==> config.mk <==
export PLATFORM = sky130hd
export DESIGN_NAME = page_rom_reader
export DESIGN_NICKNAME = d
export VERILOG_FILES = /design/src/rtl/prp_pkg.sv /design/src/rtl/prp_wait_timer.sv /design/src/rtl/prp_addr_gen.sv /design/src/rtl/prp_data_capture.sv /design/src/rtl/page_rom_reader.sv
export SDC_FILE = /design/constraint.sdc
export NUM_CORES = 1
export LEC_CHECK = 0
export ABC_AREA = 1
export BUFFER_PORTS_ARGS = -buffer_cell sky130_fd_sc_hd__clkbuf_2
export CAP_MARGIN = 25
export CELL_PAD_IN_SITES_DETAIL_PLACEMENT = 1
export CELL_PAD_IN_SITES_GLOBAL_PLACEMENT = 1
export CORE_MARGIN = 2
export CORE_UTILIZATION = 41
export DETAILED_ROUTE_END_ITERATION = 10
export GPL_TIMING_DRIVEN = 0
export PLACE_DENSITY_LB_ADDON = 0.2
export SETUP_SLACK_MARGIN = 0.5
export SYNTH_ARGS = -nofsm -noshare
export SYNTH_HDL_FRONTEND = slang
export SYNTH_SLANG_ARGS = --single-unit
==> constraint.sdc <==
create_clock -name clk -period 3.15 [get_ports clk]
set_input_delay 0.63 -clock clk [delete_from_list [all_inputs] [get_ports clk]]
set_output_delay 0.63 -clock clk [all_outputs]
set_load 0.1 [all_outputs]
==> src/rtl/prp_pkg.sv <==
package prp_pkg;

    typedef enum logic [1:0] {
        ST_IDLE,
        ST_ACCESS,
        ST_HOLD,
        ST_RECOVER
    } rd_state_e;

    // cycles needed to cover t_ns, plus one cycle of synchronizer margin
    function automatic int wait_cycles(input int t_ns, input int clk_ns);
        return (t_ns + clk_ns - 1) / clk_ns + 1;
    endfunction

    function automatic int max2(input int a, input int b);
        return (a > b) ? a : b;
    endfunction

endpackage

==> src/rtl/prp_wait_timer.sv <==
module prp_wait_timer #(
    parameter int CNT_W = 4
) (
    input  logic             clk,
    input  logic             rst_n,
    input  logic             load,
    input  logic             run,
    input  logic [CNT_W-1:0] load_val,
    output logic             expired
);

    logic [CNT_W-1:0] cnt_d, cnt_q;

    always_comb begin
        cnt_d = cnt_q;
        if (load) begin
            cnt_d = load_val;
        end else if (run && (cnt_q != '0)) begin
            cnt_d = cnt_q - CNT_W'(1);
        end
    end

    always_ff @(posedge clk or negedge rst_n) begin
        if (!rst_n) begin
            cnt_q <= '0;
        end else begin
            cnt_q <= cnt_d;
        end
    end

    assign expired = (cnt_q == '0);

endmodule

==> src/rtl/prp_addr_gen.sv <==
module prp_addr_gen #(
    parameter int ADDR_W = 19,
    parameter int OFS_W  = 2
) (
    input  logic              clk,
    input  logic              rst_n,
    input  logic              load,
    input  logic              load_word,
    input  logic [ADDR_W:0]   load_addr,
    input  logic              adv,
    input  logic              word_mode,
    output logic [ADDR_W-1:0] rom_addr,
    output logic              rom_lsb,
    output logic              page_end
);

    // cur_q is a byte address in byte mode and a word address in word mode
    logic [ADDR_W:0] cur_d, cur_q;
    logic [ADDR_W:0] step;

    always_comb begin
        step  = cur_q + (ADDR_W+1)'(1);
        cur_d = cur_q;
        if (load) begin
            cur_d = load_word ? {1'b0, load_addr[ADDR_W-1:0]} : load_addr;
        end else if (adv) begin
            cur_d = step;
            if (word_mode) begin
                cur_d[ADDR_W] = 1'b0;
            end
        end
    end

    always_ff @(posedge clk or negedge rst_n) begin
        if (!rst_n) begin
            cur_q <= '0;
        end else begin
            cur_q <= cur_d;
        end
    end

    always_comb begin
        if (word_mode) begin
            rom_addr = cur_q[ADDR_W-1:0];
            rom_lsb  = 1'b0;
            page_end = &cur_q[OFS_W-1:0];
        end else begin
            rom_addr = cur_q[ADDR_W:1];
            rom_lsb  = cur_q[0];
            page_end = &cur_q[OFS_W:0];
        end
    end

endmodule

==> src/rtl/prp_data_capture.sv <==
module prp_data_capture #(
    parameter int DATA_W = 16
) (
    input  logic              clk,
    input  logic              rst_n,
    input  logic              capture,
    input  logic              word_mode,
    input  logic [DATA_W-1:0] bus,
    output logic [DATA_W-1:0] data
);

    localparam int HALF = DATA_W / 2;

    logic [DATA_W-1:0] keep;
    logic [DATA_W-1:0] data_d, data_q;

    for (genvar i = 0; i < DATA_W; i++) begin : g_lane
        if (i < HALF) begin : g_low
            assign keep[i] = 1'b1;
        end else begin : g_high
            assign keep[i] = word_mode;
        end
    end

    always_comb begin
        data_d = data_q;
        if (capture) begin
            data_d = bus & keep;
        end
    end

    always_ff @(posedge clk or negedge rst_n) begin
        if (!rst_n) begin
            data_q <= '0;
        end else begin
            data_q <= data_d;
        end
    end

    assign data = data_q;

endmodule

==> src/rtl/page_rom_reader.sv <==
module page_rom_reader #(
    parameter int ADDR_W     = 19,
    parameter int DATA_W     = 16,
    parameter int LEN_W      = 8,
    parameter int PAGE_WORDS = 4,
    parameter int CLK_NS     = 10,
    parameter int T_RAND_NS  = 100,
    parameter int T_PAGE_NS  = 30,
    parameter int T_OE_NS    = 30,
    parameter int T_FLOAT_NS = 20
) (
    input  logic              clk,
    input  logic              rst_n,
    input  logic              req_valid,
    output logic              req_ready,
    input  logic [ADDR_W:0]   req_addr,
    input  logic [LEN_W-1:0]  req_len,
    input  logic              req_word,
    output logic              out_valid,
    input  logic              out_ready,
    output logic [DATA_W-1:0] out_data,
    output logic              out_last,
    output logic              rom_ce_n,
    output logic              rom_oe_n,
    output logic              rom_word,
    output logic [ADDR_W-1:0] rom_addr,
    output logic              rom_lsb,
    output logic              rom_lsb_oe,
    input  logic [DATA_W-1:0] rom_data_i
);
    import prp_pkg::*;

    localparam int OFS_W      = $clog2(PAGE_WORDS);
    localparam int W_RAND     = wait_cycles(T_RAND_NS, CLK_NS);
    localparam int W_PAGE     = wait_cycles(T_PAGE_NS, CLK_NS);
    localparam int W_OE       = wait_cycles(T_OE_NS, CLK_NS);
    localparam int W_FLOAT    = wait_cycles(T_FLOAT_NS, CLK_NS);
    localparam int W_FIRST    = max2(W_RAND, W_OE);
    localparam int W_MAX      = max2(max2(W_FIRST, W_PAGE), W_FLOAT);
    localparam int CNT_W      = $clog2(W_MAX + 1);

    typedef struct packed {
        rd_state_e        st;
        logic             mode;
        logic [LEN_W-1:0] rem;
    } ctl_t;

    ctl_t r_d, r_q;

    logic             tmr_load;
    logic [CNT_W-1:0] tmr_val;
    logic             tmr_run;
    logic             tmr_done;
    logic             ag_load;
    logic             ag_adv;
    logic             page_end;
    logic             cap;

    always_comb begin
        r_d      = r_q;
        tmr_load = 1'b0;
        tmr_val  = '0;
        ag_load  = 1'b0;
        ag_adv   = 1'b0;
        cap      = 1'b0;
        unique case (r_q.st)
            ST_IDLE: begin
                if (req_valid) begin
                    r_d.st   = ST_ACCESS;
                    r_d.mode = req_word;
                    r_d.rem  = req_len;
                    ag_load  = 1'b1;
                    tmr_load = 1'b1;
                    tmr_val  = CNT_W'(W_FIRST - 1);
                end
            end
            ST_ACCESS: begin
                if (tmr_done) begin
                    cap     = 1'b1;
                    r_d.st  = ST_HOLD;
                end
            end
            ST_HOLD: begin
                if (out_ready) begin
                    tmr_load = 1'b1;
                    if (r_q.rem == '0) begin
                        r_d.st  = ST_RECOVER;
                        tmr_val = CNT_W'(W_FLOAT - 1);
                    end else begin
                        r_d.st  = ST_ACCESS;
                        r_d.rem = r_q.rem - LEN_W'(1);
                        ag_adv  = 1'b1;
                        tmr_val = page_end ? CNT_W'(W_RAND - 1) : CNT_W'(W_PAGE - 1);
                    end
                end
            end
            ST_RECOVER: begin
                if (tmr_done) begin
                    r_d.st = ST_IDLE;
                end
            end
            default: r_d.st = ST_IDLE;
        endcase
    end

    always_ff @(posedge clk or negedge rst_n) begin
        if (!rst_n) begin
            r_q <= '{st: ST_IDLE, mode: 1'b1, rem: '0};
        end else begin
            r_q <= r_d;
        end
    end

    assign tmr_run = (r_q.st == ST_ACCESS) || (r_q.st == ST_RECOVER);

    prp_wait_timer #(.CNT_W(CNT_W)) i_timer (
        .clk      (clk),
        .rst_n    (rst_n),
        .load     (tmr_load),
        .run      (tmr_run),
        .load_val (tmr_val),
        .expired  (tmr_done)
    );

    prp_addr_gen #(.ADDR_W(ADDR_W), .OFS_W(OFS_W)) i_addr (
        .clk       (clk),
        .rst_n     (rst_n),
        .load      (ag_load),
        .load_word (req_word),
        .load_addr (req_addr),
        .adv       (ag_adv),
        .word_mode (r_q.mode),
        .rom_addr  (rom_addr),
        .rom_lsb   (rom_lsb),
        .page_end  (page_end)
    );

    prp_data_capture #(.DATA_W(DATA_W)) i_cap (
        .clk       (clk),
        .rst_n     (rst_n),
        .capture   (cap),
        .word_mode (r_q.mode),
        .bus       (rom_data_i),
        .data      (out_data)
    );

    assign req_ready  = (r_q.st == ST_IDLE);
    assign rom_ce_n   = (r_q.st == ST_IDLE) || (r_q.st == ST_RECOVER);
    assign rom_oe_n   = rom_ce_n;
    assign rom_word   = r_q.mode;
    assign rom_lsb_oe = ~r_q.mode;
    assign out_valid  = (r_q.st == ST_HOLD);
    assign out_last   = (r_q.st == ST_HOLD) && (r_q.rem == '0);

endmodule

==> results of run 1 <==
==> synthesized netlist by cell type, types with 5 or more instances <==
cell type,count
buf_2,5
nand4_1,8
nor2_1,53
ha_1,10
inv_1,50
nand2_1,133
o21ai_0,47
clkbuf_1,5
dfrtp_1,50
mux2_2,8
a21oi_1,7
o21ai_2,12
nand3_1,39
nor2_2,5
==> registers in the layout, summed over array words and instances, names as in the netlist <==
register	flops
i_addr.cur_q	20
i_timer.cnt_q	4
i_cap.data	16
r_q	10
rom_word	1
==> cell families (layout without fill, tap and decap cells) <==
family	count (synthesis)	in the layout	share of synthesized area
compound gates	82	82	0.1487
xor+xnor	3	3	0.007528
fa+ha+maj	10	10	0.03584
buf+inv	72	172	0.09390
flops	51	51	0.3660
mux	8	8	0.02581
simple gates	255	255	0.3222
==> worst paths after layout <==
check / start / cells after the start / end / slack (ps)
max: rom_word$_DFFE_PN1P_ / 5 / rom_addr[17] / 570
min reg2reg: r_q[0]$_DFFE_PN0P_ / 2 / r_q[0]$_DFFE_PN0P_ / 510
max reg2reg: i_timer.cnt_q[0]$_DFFE_PN0P_ / 6 / i_cap.data[7]$_DFFE_PN0P_ / 1300
max in group asynchronous: rst_n / 2 / rom_word$_DFFE_PN1P_ / 2150
min: rst_n / 1 / i_addr.cur_q[0]$_DFFE_PN0P_ / 330
min in group clk: r_q[0]$_DFFE_PN0P_ / 2 / r_q[0]$_DFFE_PN0P_ / 510
==> metrics by stage <==
stage,setup WS (ps),hold WS (ps),cells,instance area [um^2],util
floorplan,268.2,334.4,481,3603,-
global placement,485.3,470.1,677,4190,0.5100
detailed placement,428.6,494.7,678,4210,0.5124
CTS,466.6,356.0,686,4358,0.5304
global route,504.6,393.7,686,4364,0.5311
finish,567.1,331.0,686,4364,0.5311
==> cell usage in the layout, fill, tap and decap left out, types with 6 or more instances in the layout <==
master    instances
nand3_1          39
dfrtp_1          50
nor2_1           52
buf_4             8
nand2_1         133
o21ai_2          29
clkbuf_4         13
o21ai_0          28
inv_1            48
ha_1              9
clkbuf_8          6
nor2_2            6
nand4_1           8
buf_2             6
mux2_2            8
clkbuf_2         76
a21oi_1           7
==> per-layer routing <==
layer	part of all wire	track usage
met1	0.44	0.2980
met5	0	0
met2	0.52	0.4659
met4	0.011	0.05357
met3	0.028	0.02897
==> cell type report <==
type / instances / area (um^2)
Tap cell: 105 / 131.4
Timing Repair Buffer: 92 / 524.3
Fill cell: 1088 / 3852
Clock inverter: 3 / 28.78
Clock buffer: 5 / 68.82
Buffer: 18 / 142.6
Multi-Input combinational cell: 358 / 1977
Inverter: 54 / 210.2
Sequential cell: 51 / 1281
==> repair_timing <==
| item | 4_1_cts | 5_1_grt |
|---|---|---|
| resized for setup | 22 | 10 |
| pin swaps | 0 | 0 |
| endpoints found under the setup margin | 19 | 10 |
==> summary.txt, run 1 <==
Layout
  • Ant diodes: 0
  • Area Overhead vs Synth: 25.02%
  • Nets@finish: 639
  • Share of layout cells above drive strength 1: 0.3201

Drt
  • DRT Pass-1 Iters: 4
  • Detailed-route via count: 3,559
  • Final wirelength: 10.68 mm
  • DRC viols: 0
  • Antenna viol nets, final: 0
  • Routed len/inst: 15.57 um
  • DR vias/cell: 5.188
  • Drt initial violations: 124

GRT
  • First-pass GRT wire length: 17.69 mm
  • Initial antenna violation count: 0
  • Largest net degree at the start of global routing: 28
  • Gr usage total: 0.2470
  • Congestion Overflow GR: 0
  • Vias in the first global route: 3,673

Synth
  • Synth async-reset ratio: 1.000
  • Seq cells post-synth: 51
  • Post-Syn Area: 3491 um^2
  • Synth Flop Type: dfrtp_1
  • Seq/Total Area, Yosys: 0.3659
  • Post-synth EDFFs: 0
  • Syn Nets: 540
  • Post-Syn Instances: 481
  • Synth cell types: 38
  • Post-synth top area cell: dfrtp_1
  • Top post-synthesis cells by area: dfrtp_1 (36%), nand2_1 (14%), o21ai_0 (6.7%)
  • Average size of a mapped cell: 7.257 um^2
  • Yosys top cell area share: 0.3584
  • Yosys warnings: 0

Place
  • Hpwl dp: 8.252 mm
  • # port buffers: 91
  • GP Congestion: 0.8680

Timing
  • Final hold vios: 0
  • Worst-margin pin slew: 720.8 ps
  • Final setup viols: 0
  • F_max: 387.2 MHz
  • Final slew viol count: 0
  • Max Clock Skew: 9.519 ps
  • Unrepaired setup endpoints after global routing: no
  • Fin crit period: 2583 ps
  • Final period util: 0.8200
  • Post-Route Setup TNS: 0 ps
  • Slew Limit Headroom: 0.5195

Critical path
  • Critical path peak fanout: 10
  • Delay-heaviest family, CP: buffers and inverters
  • Req. time, crit path: 2520 ps
  • Startpoint types: flop
  • Critical path class: flop to output port
  • Data arrival, critical path: 1950 ps
  • CP max stage cell: dfstp_4
  • Worst path cell trace: clkbuf_8 > clkbuf_2 > nand2_1 > o21ai_2 > buf_4
  • Max stage delay on crit path: 650 ps
  • CP endpoint kind: output port
  • Worst Path Buf+Inv: 3

Clocking
  • Clock Latency Late Sink: 330 ps
  • Clock buffers created by TritonCTS: 5
  • Root Buffer Master: clkbuf_8
  • CTS H-tree depth: 2
  • CTS sink cnt: 51
  • Clk buf depth: 2
  • TritonCTS clock tree: built
  • Post-CTS Setup Inserts: 0
  • Worst-path clk slew: 120 ps
  • Hold-fix buffers, CTS: 0

Hold path
  • Worst hold-check path type: primary input to asynchronous set/reset pin

Floorplan
  • CORE AREA: 8217 um^2
  • Initial core utilization: 0.4249
  • Ports: 92
  • Die area: 9268 um^2
  • Row cnt: 33
  • Die height: 96.27 um
  • Die width: 96.27 um

Run status
  • Status: finished clean

Run
  • Max cap viols: 0
Power of run 1 is not shown: default switching activity piles up to over one toggle a cycle in this logic, so the estimate is an artifact.
==> inputs of run 2 (changes only) <==
- CORE_UTILIZATION: 41 -> 38
- clock period: 3.15 -> 2.5 ns (I/O delays scaled with it)
==> run 2 against run 1 <==
  * Setup slack got worse by 320 ps
  * Core utilization increased by 7.0 points
  * Die area is 7.6% higher
  * Clock-buffer cell count is the same
  * Cell area increased by 21%
  * Critical path depth fell by 1
  * Highest routed layer unchanged
  * Clock skew grew 6.1 ps
  * Final cell count grew 3.9%
  * Via count up 5.6%
  * Global-route usage up 1.1 points
  * First-iteration DRC count is 4.0% higher
  * Critical endpoint is now rom_addr[1]
==> summary.txt, run 2 (synthesis gave the netlist of run 1 again) <==
Floorplan
  • Die area: 9969 um^2
  • Initial core utilization: 0.3964
  • Die width: 99.85 um
  • Die height: 99.85 um
  • Row cnt: 34
  • CORE AREA: 8806 um^2
  • Ports: 92

Clocking
  • Clk buf depth: 2
  • Clock buffers created by TritonCTS: 5
  • Worst-path clk slew: 130 ps
  • Clock Latency Late Sink: 330 ps
  • Root Buffer Master: clkbuf_8
  • CTS sink cnt: 51
  • TritonCTS clock tree: built
  • CTS H-tree depth: 2

Layout
  • Commonest non-fill, non-tap cell in the layout: nand2_1
  • Most frequent cells in the layout: nand2_1 (119), clkbuf_2 (65), nor2_1 (51), dfrtp_1 (49), inv_1 (43)
  • Cell Count, Final, Fillers Out: 713
  • Design area: 5293 um^2
  • Share of layout cells above drive strength 1: 0.3868
  • Storage element area: 1282 um^2
  • Ant diodes: 0
  • # fillers: 1,068
  • Area Overhead vs Synth: 51.61%
  • Multi-input logic area: 2196 um^2
  • Number of flip-flops in the largest register: 20
  • Biggest register: i_addr.cur_q
  • End-of-flow core utilization: 0.6010
  • Nets@finish: 663

GRT
  • Largest net degree at the start of global routing: 52
  • First-pass GRT wire length: 20.42 mm
  • Initial antenna violation count: 0
  • Gr usage total: 0.2583
  • Congestion Overflow GR: 0
  • Vias in the first global route: 4,159

Timing
  • Final period util: 0.9025
  • Final Worst Setup Slack: 243.7 ps
  • Unrepaired setup endpoints after global routing: yes
  • Final setup viols: 0
  • Fin crit period: 2256 ps
  • F_max: 443.2 MHz
  • Worst-margin pin slew: 795.7 ps
  • Slew Limit Headroom: 0.4695
  • Final slew viol count: 0
  • Max Clock Skew: 15.57 ps
  • Final hold vios: 0

Hold path
  • Worst hold-check path type: primary input to asynchronous set/reset pin

Critical path
  • Max stage delay on crit path: 660 ps
  • Critical path class: flop to output port
  • CP dominant cell by count: clkbuf_16
  • Worst path cell trace: clkbuf_16 > clkinvlp_4 > o21ai_4 > clkbuf_16
  • Critical path peak fanout: 5
  • Reg2Reg Setup Slack: 680 ps
  • CP endpoint kind: output port
  • Data arrival, critical path: 1760 ps
  • CP max stage cell: dfstp_4
  • Startpoint types: flop
  • Req. time, crit path: 2000 ps

Drt
  • DRC viols: 0
  • Antenna viol nets, final: 0
  • DR vias/cell: 5.271
  • Routed len/inst: 17.77 um
  • Final wirelength: 12.67 mm
  • Drt initial violations: 129
  • Detailed-route via count: 3,758
  • DRT Pass-1 Iters: 4

Run
  • Max cap viols: 0

Place
  • Area after DPL: 4310 um^2
  • GP Congestion: 0.8942
  • Hpwl dp: 8.230 mm
  • # port buffers: 91
  • Pre-CTS WS: -217.8 ps
  • Placed insts: 680

Run status
  • Status: finished clean
==> run 2: cell count changes in the layout (fill, tap and decap cells not counted), sizes merged <==
cell	delta
buf	+18
clkbuf	+6
clkinvlp	+1
inv	-1
==> run 2: final timing paths <==
| check | from | to | cells after the start |
|---|---|---|---|
| worst min-delay path | rst_n | i_addr.cur_q[0]$_DFFE_PN0P_ | 1 |
| worst max register to register | i_addr.cur_q[0]$_DFFE_PN0P_ | i_addr.cur_q[18]$_DFFE_PN0P_ | 10 |
| min in group clk | rom_data_i[11] | i_cap.data[11]$_DFFE_PN0P_ | 3 |
| worst min register to register | i_cap.data[11]$_DFFE_PN0P_ | i_cap.data[11]$_DFFE_PN0P_ | 2 |
| max in group asynchronous | rst_n | r_q[10]$_DFFE_PN0P_ | 1 |
| worst max-delay path | rom_word$_DFFE_PN1P_ | rom_addr[1] | 4 |
==> run 2: timing repair <==
action	CTS	global route
cloned	2	0
gates resized for setup	106	22
setup endpoints to repair	26	31
endpoints found under the hold margin	0	0
pin swaps	9	4
hold buffers	0	0
setup buffers	19	4
==> run 2: routing by layer <==
metal  part of all wire  wire length (um)  up-vias  track usage
met3              0.048               612       27      0.03900
met5                  0                 0        -            0
met1               0.39              4996     1831       0.2932
met2               0.54              6809      106       0.4984
li1                   -                 -     1794            -
met4              0.020               252        0      0.07271
==> run 2: critical path, delay by kind of cell (launching register included) <==
kind,cells,cell delay (ps)
compound gates,1,190
buf+inv,3,550
flops,1,660
==> run 2: metrics by stage <==
step | setup TNS (ps) | hold slack, ps
after global routing | 0 | 299.5
after CTS | 0 | 294.1
final | 0 | 252.0
after global placement | -1061 | 467.9
after floorplan | -751.9 | 204.4
after detailed placement | -1313 | 489.5
==> run 2: layout make-up <==
class                   count  share of cell area
well taps                 108             0.02553
clock inverters             3            0.005437
multi-input cells         358              0.4149
inverters                  54             0.04043
flip-flops and latches     51              0.2423
repair buffers            116              0.2137
clock buffers               5             0.01300
plain buffers              18             0.04468
Power of run 2 is left out for the same reason.
